`config.mk`:
```
export PLATFORM = sky130hd
export DESIGN_NAME = gd_nonoverlap_ctrl
export DESIGN_NICKNAME = d
export VERILOG_FILES = /design/src/rtl/gd_pkg.sv /design/src/rtl/gd_sync.sv /design/src/rtl/gd_timeout.sv /design/src/rtl/gd_seq.sv /design/src/rtl/gd_nonoverlap_ctrl.sv
export SDC_FILE = /design/constraint.sdc
export NUM_CORES = 1
export LEC_CHECK = 0
export ABC_AREA = 1
export BUFFER_PORTS_ARGS = -buffer_cell sky130_fd_sc_hd__buf_2
export CAP_MARGIN = 20
export CORE_MARGIN = 3
export CORE_UTILIZATION = 25
export DETAILED_ROUTE_END_ITERATION = 8
export PLACE_DENSITY = 0.45
export SYNTH_ARGS = -nofsm -noshare
export SYNTH_HDL_FRONTEND = slang
export SYNTH_SLANG_ARGS = --single-unit
export TNS_END_PERCENT = 10
```
`constraint.sdc`:
```
create_clock -name clk -period 1.35 [get_ports clk]
set_input_delay 0.135 -clock clk [delete_from_list [all_inputs] [get_ports clk]]
set_output_delay 0.135 -clock clk [all_outputs]
set_load 0.1 [all_outputs]
```
`src/rtl/gd_pkg.sv`:
```
// Shared types for the non-overlap gate drive controller.
// Assumes: all control inputs are single-bit levels.
package gd_pkg;

    // Synchronised control bundle, one bit per asynchronous input
    typedef struct packed {
        logic pwm;
        logic crowbar;
        logic uvlo;
        logic shdn_n;
        logic ls_en;
        logic sw_low;
        logic hsg_low;
        logic lsg_low;
    } gd_ctl_t;

    // Sequencer states
    typedef enum logic [2:0] {
        ST_OFF     = 3'd0,
        ST_HS_ON   = 3'd1,
        ST_WAIT_LS = 3'd2,
        ST_LS_ON   = 3'd3,
        ST_WAIT_HS = 3'd4,
        ST_CROWBAR = 3'd5
    } gd_state_e;

endpackage

```
`src/rtl/gd_sync.sv`:
```
// Multi-bit level synchroniser: STAGES flops per bit, reset to zero.
// Assumes: each bit is an independent slow level; no bus coherency needed.
module gd_sync #(
    parameter int W      = 8,
    parameter int STAGES = 2
) (
    input  logic         clk,
    input  logic         rst_n,
    input  logic [W-1:0] d,
    output logic [W-1:0] q
);
    logic [W-1:0] stg [STAGES];

    generate
        for (genvar s = 0; s < STAGES; s++) begin : g_stage
            // Purpose: shift the level one flop further into the clock domain
            always_ff @(posedge clk) begin
                if (!rst_n) stg[s] <= '0;
                else        stg[s] <= (s == 0) ? d : stg[(s == 0) ? 0 : s-1];
            end
        end
    endgenerate

    assign q = stg[STAGES-1];
endmodule

```
`src/rtl/gd_timeout.sv`:
```
// Low-side turn-on timeout counter.
// Counts cycles spent waiting after a start pulse. It flags expiry when
// the count reaches TIMEOUT_CYC-1, so the low side follows TIMEOUT_CYC
// cycles after the wait began.
// Assumes: TIMEOUT_CYC >= 2; start is a one-cycle pulse at wait entry.
module gd_timeout #(
    parameter int TIMEOUT_CYC = 14
) (
    input  logic clk,
    input  logic rst_n,
    input  logic start,
    input  logic run,
    output logic expired
);
    localparam int CW = (TIMEOUT_CYC > 2) ? $clog2(TIMEOUT_CYC) : 1;
    localparam logic [CW-1:0] LIM = CW'(TIMEOUT_CYC - 1);

    logic [CW-1:0] cnt;

    // Purpose: clear on wait entry, count up while waiting, saturate at limit
    always_ff @(posedge clk) begin
        if (!rst_n)                     cnt <= '0;
        else if (start)                 cnt <= '0;
        else if (run && (cnt != LIM))   cnt <= cnt + 1'b1;
    end

    assign expired = run && (cnt == LIM);
endmodule

```
`src/rtl/gd_seq.sv`:
```
// Sequencer: override priority plus adaptive non-overlap state machine.
// Priority: crowbar > undervoltage > shutdown > normal sequencing.
// Low-side disable only masks the low-side output.
// Assumes: all ctl inputs are already synchronised.
module gd_seq
    import gd_pkg::*;
(
    input  logic      clk,
    input  logic      rst_n,
    input  gd_ctl_t   ctl,
    input  logic      tmo_exp,
    output logic      tmo_start,
    output logic      tmo_run,
    output gd_state_e st_q,
    output logic      hs_q,
    output logic      ls_q
);
    gd_state_e st_d;

    // Purpose: next state from overrides, PWM level and feedback flags
    always_comb begin
        st_d = st_q;
        if (ctl.crowbar) begin
            st_d = ST_CROWBAR;
        end else if (ctl.uvlo || !ctl.shdn_n) begin
            st_d = ST_OFF;
        end else begin
            case (st_q)
                ST_CROWBAR: st_d = ST_OFF;
                ST_OFF:     st_d = ctl.pwm ? ST_WAIT_HS : ST_WAIT_LS;
                ST_HS_ON:   st_d = ctl.pwm ? ST_HS_ON : ST_WAIT_LS;
                ST_WAIT_LS: begin
                    if (ctl.pwm)                                      st_d = ST_WAIT_HS;
                    else if ((ctl.sw_low && ctl.hsg_low) || tmo_exp) st_d = ST_LS_ON;
                    else                                              st_d = ST_WAIT_LS;
                end
                ST_LS_ON:   st_d = ctl.pwm ? ST_WAIT_HS : ST_LS_ON;
                ST_WAIT_HS: begin
                    if (!ctl.pwm)         st_d = ST_WAIT_LS;
                    else if (ctl.lsg_low) st_d = ST_HS_ON;
                    else                  st_d = ST_WAIT_HS;
                end
                default:    st_d = ST_OFF;
            endcase
        end
    end

    assign tmo_start = (st_d == ST_WAIT_LS) && (st_q != ST_WAIT_LS);
    assign tmo_run   = (st_q == ST_WAIT_LS);

    // Purpose: register state and glitch-free drive outputs
    always_ff @(posedge clk) begin
        if (!rst_n) begin
            st_q <= ST_OFF;
            hs_q <= 1'b0;
            ls_q <= 1'b0;
        end else begin
            st_q <= st_d;
            hs_q <= (st_d == ST_HS_ON);
            ls_q <= (st_d == ST_CROWBAR) || ((st_d == ST_LS_ON) && ctl.ls_en);
        end
    end
endmodule

```
`src/rtl/gd_nonoverlap_ctrl.sv`:
```
// Top: adaptive non-overlap gate drive controller.
// Synchronises all asynchronous inputs, then sequences the two drives.
// Assumes: clk is free-running; TIMEOUT_CYC is in clk cycles (>= 2).
module gd_nonoverlap_ctrl
    import gd_pkg::*;
#(
    parameter int TIMEOUT_CYC = 14,
    parameter int SYNC_STAGES = 2
) (
    input  logic clk,
    input  logic rst_n,
    input  logic pwm_in,
    input  logic crowbar_in,
    input  logic uvlo_in,
    input  logic shdn_n_in,
    input  logic ls_en_in,
    input  logic sw_low_in,
    input  logic hsg_low_in,
    input  logic lsg_low_in,
    output logic hs_drive,
    output logic ls_drive
);
    localparam int CTL_W = $bits(gd_ctl_t);

    gd_ctl_t          ctl_raw;
    gd_ctl_t          ctl_s;
    logic [CTL_W-1:0] ctl_s_bits;
    logic             tmo_start;
    logic             tmo_run;
    logic             tmo_exp;
    gd_state_e        st_q;

    assign ctl_raw = '{pwm: pwm_in, crowbar: crowbar_in, uvlo: uvlo_in,
                       shdn_n: shdn_n_in, ls_en: ls_en_in, sw_low: sw_low_in,
                       hsg_low: hsg_low_in, lsg_low: lsg_low_in};

    gd_sync #(.W(CTL_W), .STAGES(SYNC_STAGES)) u_sync (
        .clk   (clk),
        .rst_n (rst_n),
        .d     (ctl_raw),
        .q     (ctl_s_bits)
    );

    assign ctl_s = gd_ctl_t'(ctl_s_bits);

    gd_timeout #(.TIMEOUT_CYC(TIMEOUT_CYC)) u_tmo (
        .clk     (clk),
        .rst_n   (rst_n),
        .start   (tmo_start),
        .run     (tmo_run),
        .expired (tmo_exp)
    );

    gd_seq u_seq (
        .clk       (clk),
        .rst_n     (rst_n),
        .ctl       (ctl_s),
        .tmo_exp   (tmo_exp),
        .tmo_start (tmo_start),
        .tmo_run   (tmo_run),
        .st_q      (st_q),
        .hs_q      (hs_drive),
        .ls_q      (ls_drive)
    );
endmodule

```
* After elaboration in Yosys (flattened, before gate mapping)
Memory sizes are Yosys's and may differ from the RTL's.
Cells that the tools add are included.
** Storage, ports and cells
- Register bits after elaboration :: 9
- Latch bits :: 0
- RAM bits :: 16
- Bits in read-only memories :: 0
- Input bits :: 10
- Output and inout bits :: 2
- Word-level logic and storage cells :: 45
- Memories :: 1
** Operators by class
- Add/sub/neg operators :: 1
- Multipliers :: 0
- Div/mod/pow operators :: 0
- Magnitude comparators :: 0
- Eq/ne operators :: 11
- Shift-type cells :: 0
- Mux-type cells :: 14
- Bitwise gates (word level) :: 3
- Reductions and logical operators :: 11
** Memories
- u_sync.stg :: depth 2, bits a word 8, rd ports 2, clocked after memory_dff 0, wr ports 2, RTL line gd_sync.sv:12 : logic [W-1:0] stg [STAGES];
** Operators with widths (number)
- $mux W3 :: 7
- $mux W8 :: 2
- $pmux W3 S5 :: 1
- $eq A3 B2 Y1 const B :: 4
- $eq A3 B1 Y1 const B :: 2
- $eq A3 B3 Y1 const B :: 2
- $logic_and A1 B1 Y1 :: 5
- $add A4 B1 Y4 const B :: 1
- $eq A4 B4 Y1 const B :: 1
- $ne A4 B4 Y1 const B :: 1
- $logic_not A3 Y1 :: 1
- $logic_or A1 B1 Y1 :: 3
- $mux W1 :: 3
- $ne A3 B2 Y1 const B :: 1
- $mux W2 :: 1
- $or A1 B1 Y1 :: 2
- $reduce_or A2 Y1 :: 1
- $logic_not A1 Y1 :: 1
- $not A1 Y1 :: 1

* Depth between registers and ports, before layout
Gate-level depths: netlist (run 1).
- Word-level depth :: 11
- Depth in mapped cells :: 8
- Mapped depth without buffers :: 8

* Cells and area by module
From an unflattened synthesis (run 1), not the netlist that was laid out.
** Unflattened totals
- Cell total of the unflattened synthesis :: 137
- Area, all modules :: 1034.7 sq um
** Modules (own cells, without submodules)
- gd_sync :: times used 1, cells an instance 50, area an instance 484.2 sq um, seq. area each 320.3 sq um
- gd_seq :: times used 1, cells an instance 52, area an instance 299.0 sq um, seq. area each 100.1 sq um
- gd_timeout :: times used 1, cells an instance 35, area an instance 251.5 sq um, seq. area each 80.1 sq um

* Worst setup path after synthesis (run 1)
Ideal clock, no wire load.
- Kind :: reg-to-reg
- Start :: register u_tmo.cnt[1]
- End :: register u_tmo.cnt[3]
- Setup time :: 0.119 ns
- Data arrival time :: 1.032 ns
- Slack :: 0.199 ns
- Stages on the path, launching flop included :: 9
- Path buffers :: 0
- Clock period less this slack :: 1.151 ns
- Cells stage by stage :: dfxtp_1 inv_1 ha_1 nand3_2 nand3_1 nand2_1 nand2_2 nand3_4 a21oi_2
** Between the ends
- Longest elaborated chain between the ends :: 11
- Elaborated cells on any way between the ends :: 14
** RTL lines
- from (decl) :: RTL line gd_timeout.sv:18 : logic [CW-1:0] cnt;
- from (signal assigned) :: RTL line gd_timeout.sv:24 : else if (run && (cnt != LIM)) cnt <= cnt + 1'b1;
- $eq A4 B4 Y1 :: RTL line gd_timeout.sv:27 : assign expired = run && (cnt == LIM);
- $logic_and A1 B1 Y1 :: RTL line gd_timeout.sv:27
- $logic_or A1 B1 Y1 :: RTL line gd_seq.sv:34 : else if ((ctl.sw_low && ctl.hsg_low) || tmo_exp) st_d = ST_LS_ON;
- $mux W1 :: RTL line gd_seq.sv:34
- $mux W3 :: RTL line gd_seq.sv:33 : if (ctl.pwm) st_d = ST_WAIT_HS;
- $pmux W3 S5 :: RTL line gd_seq.sv:28 : case (st_q)
- $mux W3 :: RTL line gd_seq.sv:25 : end else if (ctl.uvlo || !ctl.shdn_n) begin
- $mux W3 :: RTL line gd_seq.sv:23 : if (ctl.crowbar) begin
- $eq A3 B2 Y1 :: RTL line gd_seq.sv:48 : assign tmo_start = (st_d == ST_WAIT_LS) && (st_q != ST_WAIT_LS);
- $logic_and A1 B1 Y1 :: RTL line gd_seq.sv:48
- $reduce_or A2 Y1 (no source line)
Several ways; a longest one is shown, not always the timed one.
A chain may end at the register's enable or synchronous reset.

* Worst setup path after layout (run 1)
- Start :: register u_tmo.cnt[1]
- End :: register u_tmo.cnt[0]
Same word-level chain as after synthesis.

==> results of run 1 <==
[kinds of logic (layout without fill, tap and decap cells)]
family / Yosys count / count (layout)
AND/OR/NAND/NOR: 51 / 51
buffers and inverters: 31 / 44
flip-flops: 25 / 25
AO/OA/AOI/OAI: 9 / 9
XOR/XNOR: 3 / 3
adder cells (fa/ha/maj): 2 / 2
[worst register-to-register path: stages, from the launching register on]
cell and delay (ns):
dfxtp_1 0.38, inv_1 0.06, ha_1 0.19, nand3_2 0.11, nand3_1 0.07, nand2_1 0.07
nand2_2 0.06, nand3_4 0.15, a21oi_2 0.06
[final timing paths]
check / slack [ns] / startpoint / end / depth (start not counted)
worst max-delay path: 0.1 / u_tmo.cnt[1]$_SDFFE_PP0P_ / u_tmo.cnt[0]$_SDFFE_PP0P_ / 8
worst min-delay path: 0.05 / pwm_in / u_sync.stg[0][7]$_SDFF_PN0_ / 3
worst max register to register: 0.1 / u_tmo.cnt[1]$_SDFFE_PP0P_ / u_tmo.cnt[0]$_SDFFE_PP0P_ / 8
worst min register to register: 0.42 / u_sync.stg[0][2]$_SDFF_PN0_ / u_sync.stg[1][2]$_SDFF_PN0_ / 2
[synthesized netlist by cell type, drive strengths merged]
library cell | instances | area share
a21oi | 5 | 0.039
buf | 2 | 0.016
dfxtp | 25 | 0.49
ha | 2 | 0.024
inv | 29 | 0.11
nand2 | 31 | 0.13
nand3 | 9 | 0.090
nor2 | 11 | 0.057
o21a | 1 | 0.015
o21ai | 3 | 0.015
xnor2 | 2 | 0.017
xor2 | 1 | 0.0085
[area by class of cell]
| type | count | area [um^2] | area share |
|---|---|---|---|
| Sequential cell | 25 | 501.7 | 0.4257 |
| Multi-Input combinational cell | 65 | 404.1 | 0.3429 |
| Inverter | 29 | 108.9 | 0.09236 |
| Tap cell | 48 | 60.06 | 0.05096 |
| Timing Repair Buffer | 11 | 55.05 | 0.04671 |
| Clock buffer | 3 | 41.29 | 0.03503 |
| Clock inverter | 1 | 7.507 | 0.006369 |
[state kept, by name, indices dropped and copies added (netlist names)]
signal,count
u_seq.st_q,3
u_tmo.cnt,4
u_seq.hs_q,1
u_seq.ls_q,1
u_sync.stg,16
[per-layer routing]
metal  up-vias  share of wire  global-route usage
li1        378              -                   -
met1       276           0.47             0.07498
met2        14           0.45              0.1228
met3         2          0.062             0.02590
met4         0         0.0089             0.01915
met5         -              0                   0
[power by group through the flow]
stage	clock network [mW]	logic [mW]	registers [mW]
finish	0.427	0.0916	0.773
global route	0.478	0.106	0.777
CTS	0.451	0.0937	0.774
detailed placement	0	0.0936	0.791
global placement	0	0.0919	0.791
floorplan	0	0.0688	0.793
[stage by stage]
stage                       util  setup slack, ns  cell area (um^2)  hold WS (ns)
after floorplan                -           0.1987              1030        0.2326
after global placement    0.2950           0.1473              1129        0.3153
after detailed placement  0.2950          0.08270              1129        0.3192
after CTS                 0.3077          0.06351              1177       0.03749
after global routing      0.3080         0.009279              1179       0.02542
final                     0.3080          0.09772              1179       0.04828
==> metrics.yaml, run 1 <==
yosys:
  synth_top_family_by_area: "simple AND/OR/NAND/NOR gates"
  ys_ff_latch: 25
  syn-cell-area_um2: 1030
  synth-seq-area-share: 0.4860
  syn_inst: 121
  synth-compound-area-share: 0.06804
  synth-adder-area-share: 0.02430
  synth_xor_area_frac: 0.02552
  avgSynthCellArea_um2: 8.510
  yosys.area_share.simple: 0.2746
  muxShareOfSynthArea: 0
  syn-num-nets: 133
  ys_warn_count: 0
  yosys.cell_types.count: 21
placement:
  io_buffers: 11
  gp_congestion: 0.7075
  dp_cells: 178
  place.detailed.hpwl_mm: 1.165
hold_path:
  hold_path_class: "input pin to flop"
global_route:
  antenna_found_initial: 0
  grtUsageTotal: 0.06855
  grt_pass1_wl_mm: 2.711
  globalRouteOverflowTotal: 0
  grt_pass1_vias: 657
  grt_max_degree: 20
worst_setup_path:
  cp_num_buf_inv: 1
  crit_required_ns: 1.50
  critPathLaunchType: "flop"
  critPathSlowestCell: "dfxtp_1"
  path_delay_family: "simple AND/OR/NAND/NOR gates"
  worstPathCellList: "inv_1, ha_1, nand3_2, nand3_1, nand2_1, nand2_2, nand3_4, a21oi_2"
  cp.arrival_ns: 1.41
  path_class: "flop to flop"
  slowest_delay_ns: 0.38
  cp-end-kind: "flop"
  cp_max_fo: 7
floorplanning:
  dieArea_um2: 4925
  core-area_um2: 3826
  start_util: 0.2691
  io-pin-count: 12
  row_count: 22
  die_x_um: 70.18
  die_h_um: 70.18
power_and_ir_drop:
  ir_drop_uv: 580.0
  power_density_nw_per_um2: 1096
  p_int_mw: 1.005
  seqPwrFrac: 0.599
  switchingPower_mw: 0.2868
  leakage_nw: 0.5841
  total_power_mw: 1.292
  pwr-share-clk: 0.330
  comb_power_share: 0.071
  swShare: 0.2220
clocking:
  cts_buffers: 3
  cts_root_buf: "clkbuf_8"
  post_cts_buffers: 0
  cts.repair.resized: 0
  cts_tree: "built"
  cts_buffer_depth: 2
  ctsHoldBuffers: 0
  path_clk_slew_ns: 0.08
  clkLatencyLatePin_ns: 0.26
  ctsHtreeMaxLevel: 1
  cts.sinks: 25
sta:
  setup_violations: 0
  period_share: 0.9276
  skew_ns: 0.003992
  period_minus_slack_ns: 1.252
  finalHoldViolCount: 0
  slew_headroom: 0.6792
  tightest_slew_ns: 0.4846
  rsz0062_at_grt: "false"
  slew_violations: 0
  tns_ns: 0
  fmax_ghz: 0.7985
run_status:
  outcome: "finished, final reports clean"
finish:
  drive_above_1_share: 0.2612
  area_growth_syn_to_layout_pct: 14.46
  fill_cells: 409
  fin_nets: 147
  stdcell_count: 182
  num_antenna_cells: 0
  final_cell_mix: "inv_1, nand2_1, dfxtp_1"
detailed_routing:
  antenna_left: 0
  drt-total-wl_mm: 1.463
  drtIter0Drc: 16
  first_pass_iters: 3
  vias: 670
  wl_per_cell_um: 8.038
  via_per_inst: 3.681
  drc: 0
job:
  drv_cap: 0
No activity file was read; power rests on OpenSTA's default activity.
==> inputs of run 2 (changes only) <==
--- a/config.mk
+++ b/config.mk
@@ -12,7 +12,9 @@
 export CORE_UTILIZATION = 25
 export DETAILED_ROUTE_END_ITERATION = 8
 export PLACE_DENSITY = 0.45
+export SETUP_SLACK_MARGIN = 0.1
 export SYNTH_ARGS = -nofsm -noshare
 export SYNTH_HDL_FRONTEND = slang
+export SYNTH_HIERARCHICAL = 1
 export SYNTH_SLANG_ARGS = --single-unit
 export TNS_END_PERCENT = 10
==> constraint.sdc (replaced) <==
create_clock -name clk -period 1.35 [get_ports clk]
set_input_delay 0.0675 -clock clk [delete_from_list [all_inputs] [get_ports clk]]
set_output_delay 0.0675 -clock clk [all_outputs]
set_load 0.1 [all_outputs]
==> run 2 against run 1 <==
Effect of this change:
- the flow now finishes with violations (negative setup slack)
- die area is 0.44% higher
- global-route usage is 1.4 points higher
- count of clock-buffer cells in the layout stayed put
- non-clock buffer count is 22 higher
- synthesized cell count is 13% higher
- critical path depth is 4 higher
- combinational power is 45% higher
- worst setup slack worse by 0.18 ns
- final cell count is 21% higher
- hold slack better by 0.074 ns
- critical path type unchanged
- highest routed layer unchanged
==> metrics.yaml, run 2 <==
sta:
  timing.final.ws_setup_ns: -0.08405  # -0.1818 ns
  period_share: 1.062  # +0.1346
  slew_violations: 0  # unchanged
  tns_ns: -0.3754  # -0.3754 ns
  tightest_slew_ns: 0.4872  # +0.002667 ns
  fmax_ghz: 0.6973  # -13%
  setup_violations: 7  # +7
  slew_headroom: 0.6774  # -0.001766
  finalHoldViolCount: 0  # unchanged
  period_minus_slack_ns: 1.434  # +0.1818 ns
  rsz0062_at_grt: "true"
  skew_ns: 0.003993  # +0.000001220 ns
global_route:
  grt_pass1_vias: 801  # +22%
  globalRouteOverflowTotal: 0  # unchanged
  grt_pass1_wl_mm: 3.256  # +20%
  antenna_found_initial: 0  # unchanged
  grtUsageTotal: 0.08294  # +0.01438
  grt_max_degree: 15  # -25%
clocking:
  cts.sinks: 25  # unchanged
  cts_tree: "built"
  ctsHtreeMaxLevel: 1  # unchanged
  path_clk_slew_ns: 0.09  # about the same
  cts_buffers: 3  # unchanged
  clkLatencyLatePin_ns: 0.27  # about the same
  cts_buffer_depth: 2  # unchanged
  cts_root_buf: "clkbuf_8"
yosys:
  synth-async-reset-ratio: 0  # unchanged
  ys_ff_latch: 25  # unchanged
  syn-cell-area_um2: 1035  # +0.49%
  synth-seq-area-share: 0.4837  # -0.002351
  ys_warn_count: 6  # +6
  syn-num-nets: 149  # +12%
  yosys.cell_types.count: 19  # -9.5%
  netlist_top_cells_count: "nand2_1, inv_1, dfxtp_1"
  synth_top_area_cell: "dfxtp_1"
  synth_most_common_cell: "nand2_1"
  synth_top_area_frac: 0.4837  # -0.002351
  synth_area_leaders: "dfxtp_1, nand2_1, inv_1"
  synth_top_flop_cell: "dfxtp_1"
  synth-edff-count: 0  # unchanged
  avgSynthCellArea_um2: 7.553  # -11%
  syn_inst: 137  # +13%
worst_setup_path:
  cp.arrival_ns: 1.64  # +0.23 ns
  worstPathCellList: "nor3_4, inv_1, nor2_2, nor2_1, nand2_1, nand3_1, nand2_1, nand2_1, nand2_1, inv_2, nor2_8, a21boi_2"
  crit_required_ns: 1.56  # +0.06 ns
  r2r_slack_ns: -0.08  # -0.18 ns
  worstSetupStartpoint: "u_seq/st_q[2]$_SDFF_PN0_"
  r2r-start: "u_seq/st_q[2]$_SDFF_PN0_"
  critPathSlowestCell: "dfxtp_2"
  cp-end-kind: "flop"
  critPathLaunchType: "flop"
  path_class: "flop to flop"
  critPathMostFrequentCell: "nand2_1"
  slowest_delay_ns: 0.36  # -0.02 ns
  cp_max_fo: 4  # -3
  reg2reg_to: "u_tmo/cnt[2]$_SDFFE_PP0P_"
  setup.worst_path.end: "u_tmo/cnt[2]$_SDFFE_PP0P_"
  r2r.worst_path.cells: 12  # +4
finish:
  multi_input_area_um2: 412.9  # +2.2%
  reg_top3: "u_sync/stg x16, u_tmo/cnt x4, u_seq/st_q x3"
  design_area_um2: 1385  # +18%
  fill_cells: 399  # -2.4%
  regArea_um2: 505.5  # +0.75%
  drive_above_1_share: 0.3023  # +0.04113
  regMostFlops: "u_sync/stg"
  num_antenna_cells: 0  # unchanged
  layout_commonest_cell: "nand2_1"
  final_cell_mix: "nand2_1, inv_1, dfxtp_1"
  largest_reg_flops: 16  # unchanged
  area_growth_syn_to_layout_pct: 33.86
  fin_nets: 185  # +26%
placement:
  place_area_um2: 1224  # +8.4%
  place.detailed.hpwl_mm: 1.304  # +12%
  io_buffers: 11  # unchanged
  gp_congestion: 0.7976  # +13%
power_and_ir_drop:
  power_density_nw_per_um2: 977.0  # -11%
  pwr-share-clk: 0.328  # -0.002
  seqPwrFrac: 0.574  # -0.025
  swShare: 0.2328  # +0.01075
  comb_power_share: 0.099  # +0.028
  switchingPower_mw: 0.3150  # +9.8%
  leakage_nw: 0.7300  # +25%
  p_int_mw: 1.038  # +3.3%
  ir_drop_uv: 479.9  # -17%
floorplanning:
  core-area_um2: 3826  # unchanged
  start_util: 0.2704  # +0.001308
  dieArea_um2: 4947  # +0.44%
  row_count: 22  # unchanged
  die_x_um: 70.34  # +0.22%
  io-pin-count: 12  # unchanged
  die_h_um: 70.34  # +0.22%
detailed_routing:
  via_per_inst: 3.777  # +2.6%
  antenna_left: 0  # unchanged
  wl_per_cell_um: 8.255  # +2.7%
  vias: 831  # +24%
  first_pass_iters: 3  # unchanged
  wl_met3_um: 73  # -20%
  met1_length_um: 861  # +24%
  drt-total-wl_mm: 1.816  # +24%
  dr.max_layer_used: "met4"
  dr_wl_met2_um: 831  # +25%
  drtIter0Drc: 54  # +38
  drc: 0  # unchanged
hold_path:
  hold_path_class: "input pin to flop"
job:
  drv_cap: 0  # unchanged
run_status:
  outcome: "finished with violations"
  violations: "negative setup slack"
## run 2: cell types whose count changed after synthesis, sizes merged, moves of 2 or more
cell / delta
nand2: +10
nand4: +2
inv: +2
a21oi: -4
xnor2: -2
nand3: -2
nor2: +10
o21ai: -2
## run 2: how the worst min path moves through the flow
| stage | start | end | slack (ns) | cells after the start |
|---|---|---|---|---|
| 3_5_place_dp | hsg_low_in | u_sync/stg[0][1]$_SDFF_PN0_ | 0.25 | 3 |
| 6_report | rst_n | u_sync/stg[0][2]$_SDFF_PN0_ | 0.12 | 3 |
| 3_3_place_gp | hsg_low_in | u_sync/stg[0][1]$_SDFF_PN0_ | 0.25 | 3 |
| 4_1_cts | rst_n | u_sync/stg[0][2]$_SDFF_PN0_ | 0.12 | 3 |
| 2_1_floorplan | sw_low_in | u_sync/stg[0][2]$_SDFF_PN0_ | 0.16 | 2 |
| 5_1_grt | rst_n | u_sync/stg[0][2]$_SDFF_PN0_ | 0.13 | 3 |
## run 2: logic make-up (layout without fill, tap and decap cells)
family,count (synthesis),after routing,synth area share
compound gates,3,3,0.01692
xor+xnor,1,1,0.008466
fa+ha+maj,2,2,0.02418
buf+inv,34,69,0.1463
flops,25,25,0.4837
simple gates,72,72,0.3204
## run 2: critical path, delay by kind of cell, from the launching register on
family,cells,cell delay (ns)
buffers and inverters,2,0.12
flip-flops,1,0.36
AO/OA/AOI/OAI,1,0.16
AND/OR/NAND/NOR,9,0.72
## run 2: cell type report
class,count,share of cell area
clock buffers,3,0.02981
clock inverters,1,0.003613
inverters,32,0.08672
multi-input cells,78,0.2981
flip-flops and latches,25,0.3650
well taps,48,0.04336
repair buffers,33,0.1734
## run 2: power by group through the flow
stage / clock network, mW / registers (mW) / logic [mW]
after detailed placement: 0 / 0.793 / 0.111
after global routing: 0.495 / 0.779 / 0.151
after floorplan: 0 / 0.797 / 0.0730
after CTS: 0.460 / 0.777 / 0.134
final: 0.444 / 0.776 / 0.133
after global placement: 0 / 0.793 / 0.109
## run 2: layer usage
metal  vias up  track usage
li1        464            -
met1       349      0.09416
met2        14       0.1362
met3         4      0.02302
met4         0      0.05106
met5         -            0
## run 2: stage by stage
stage / util / std cells / hold slack, ns / power (mW) / worst slack (ns)
global route: 0.3620 / 220 / 0.1341 / 1.426 / -0.2176
global placement: 0.3198 / 206 / 0.2498 / 0.9019 / -0.05625
finish: 0.3620 / 220 / 0.1224 / 1.353 / -0.08405
CTS: 0.3613 / 220 / 0.1189 / 1.371 / -0.09991
detailed placement: 0.3198 / 206 / 0.2528 / 0.9045 / -0.1744
floorplan: - / 137 / 0.1595 / 0.8702 / -0.06350
## run 2: timing repair
action                     in CTS  in global routing
hold buffers                    8                  0
setup endpoints to repair       7                  7
hold endpoints to repair        8                  0
pin swaps                       3                  0
setup buffers                   2                  0
gates resized for setup         5                  1
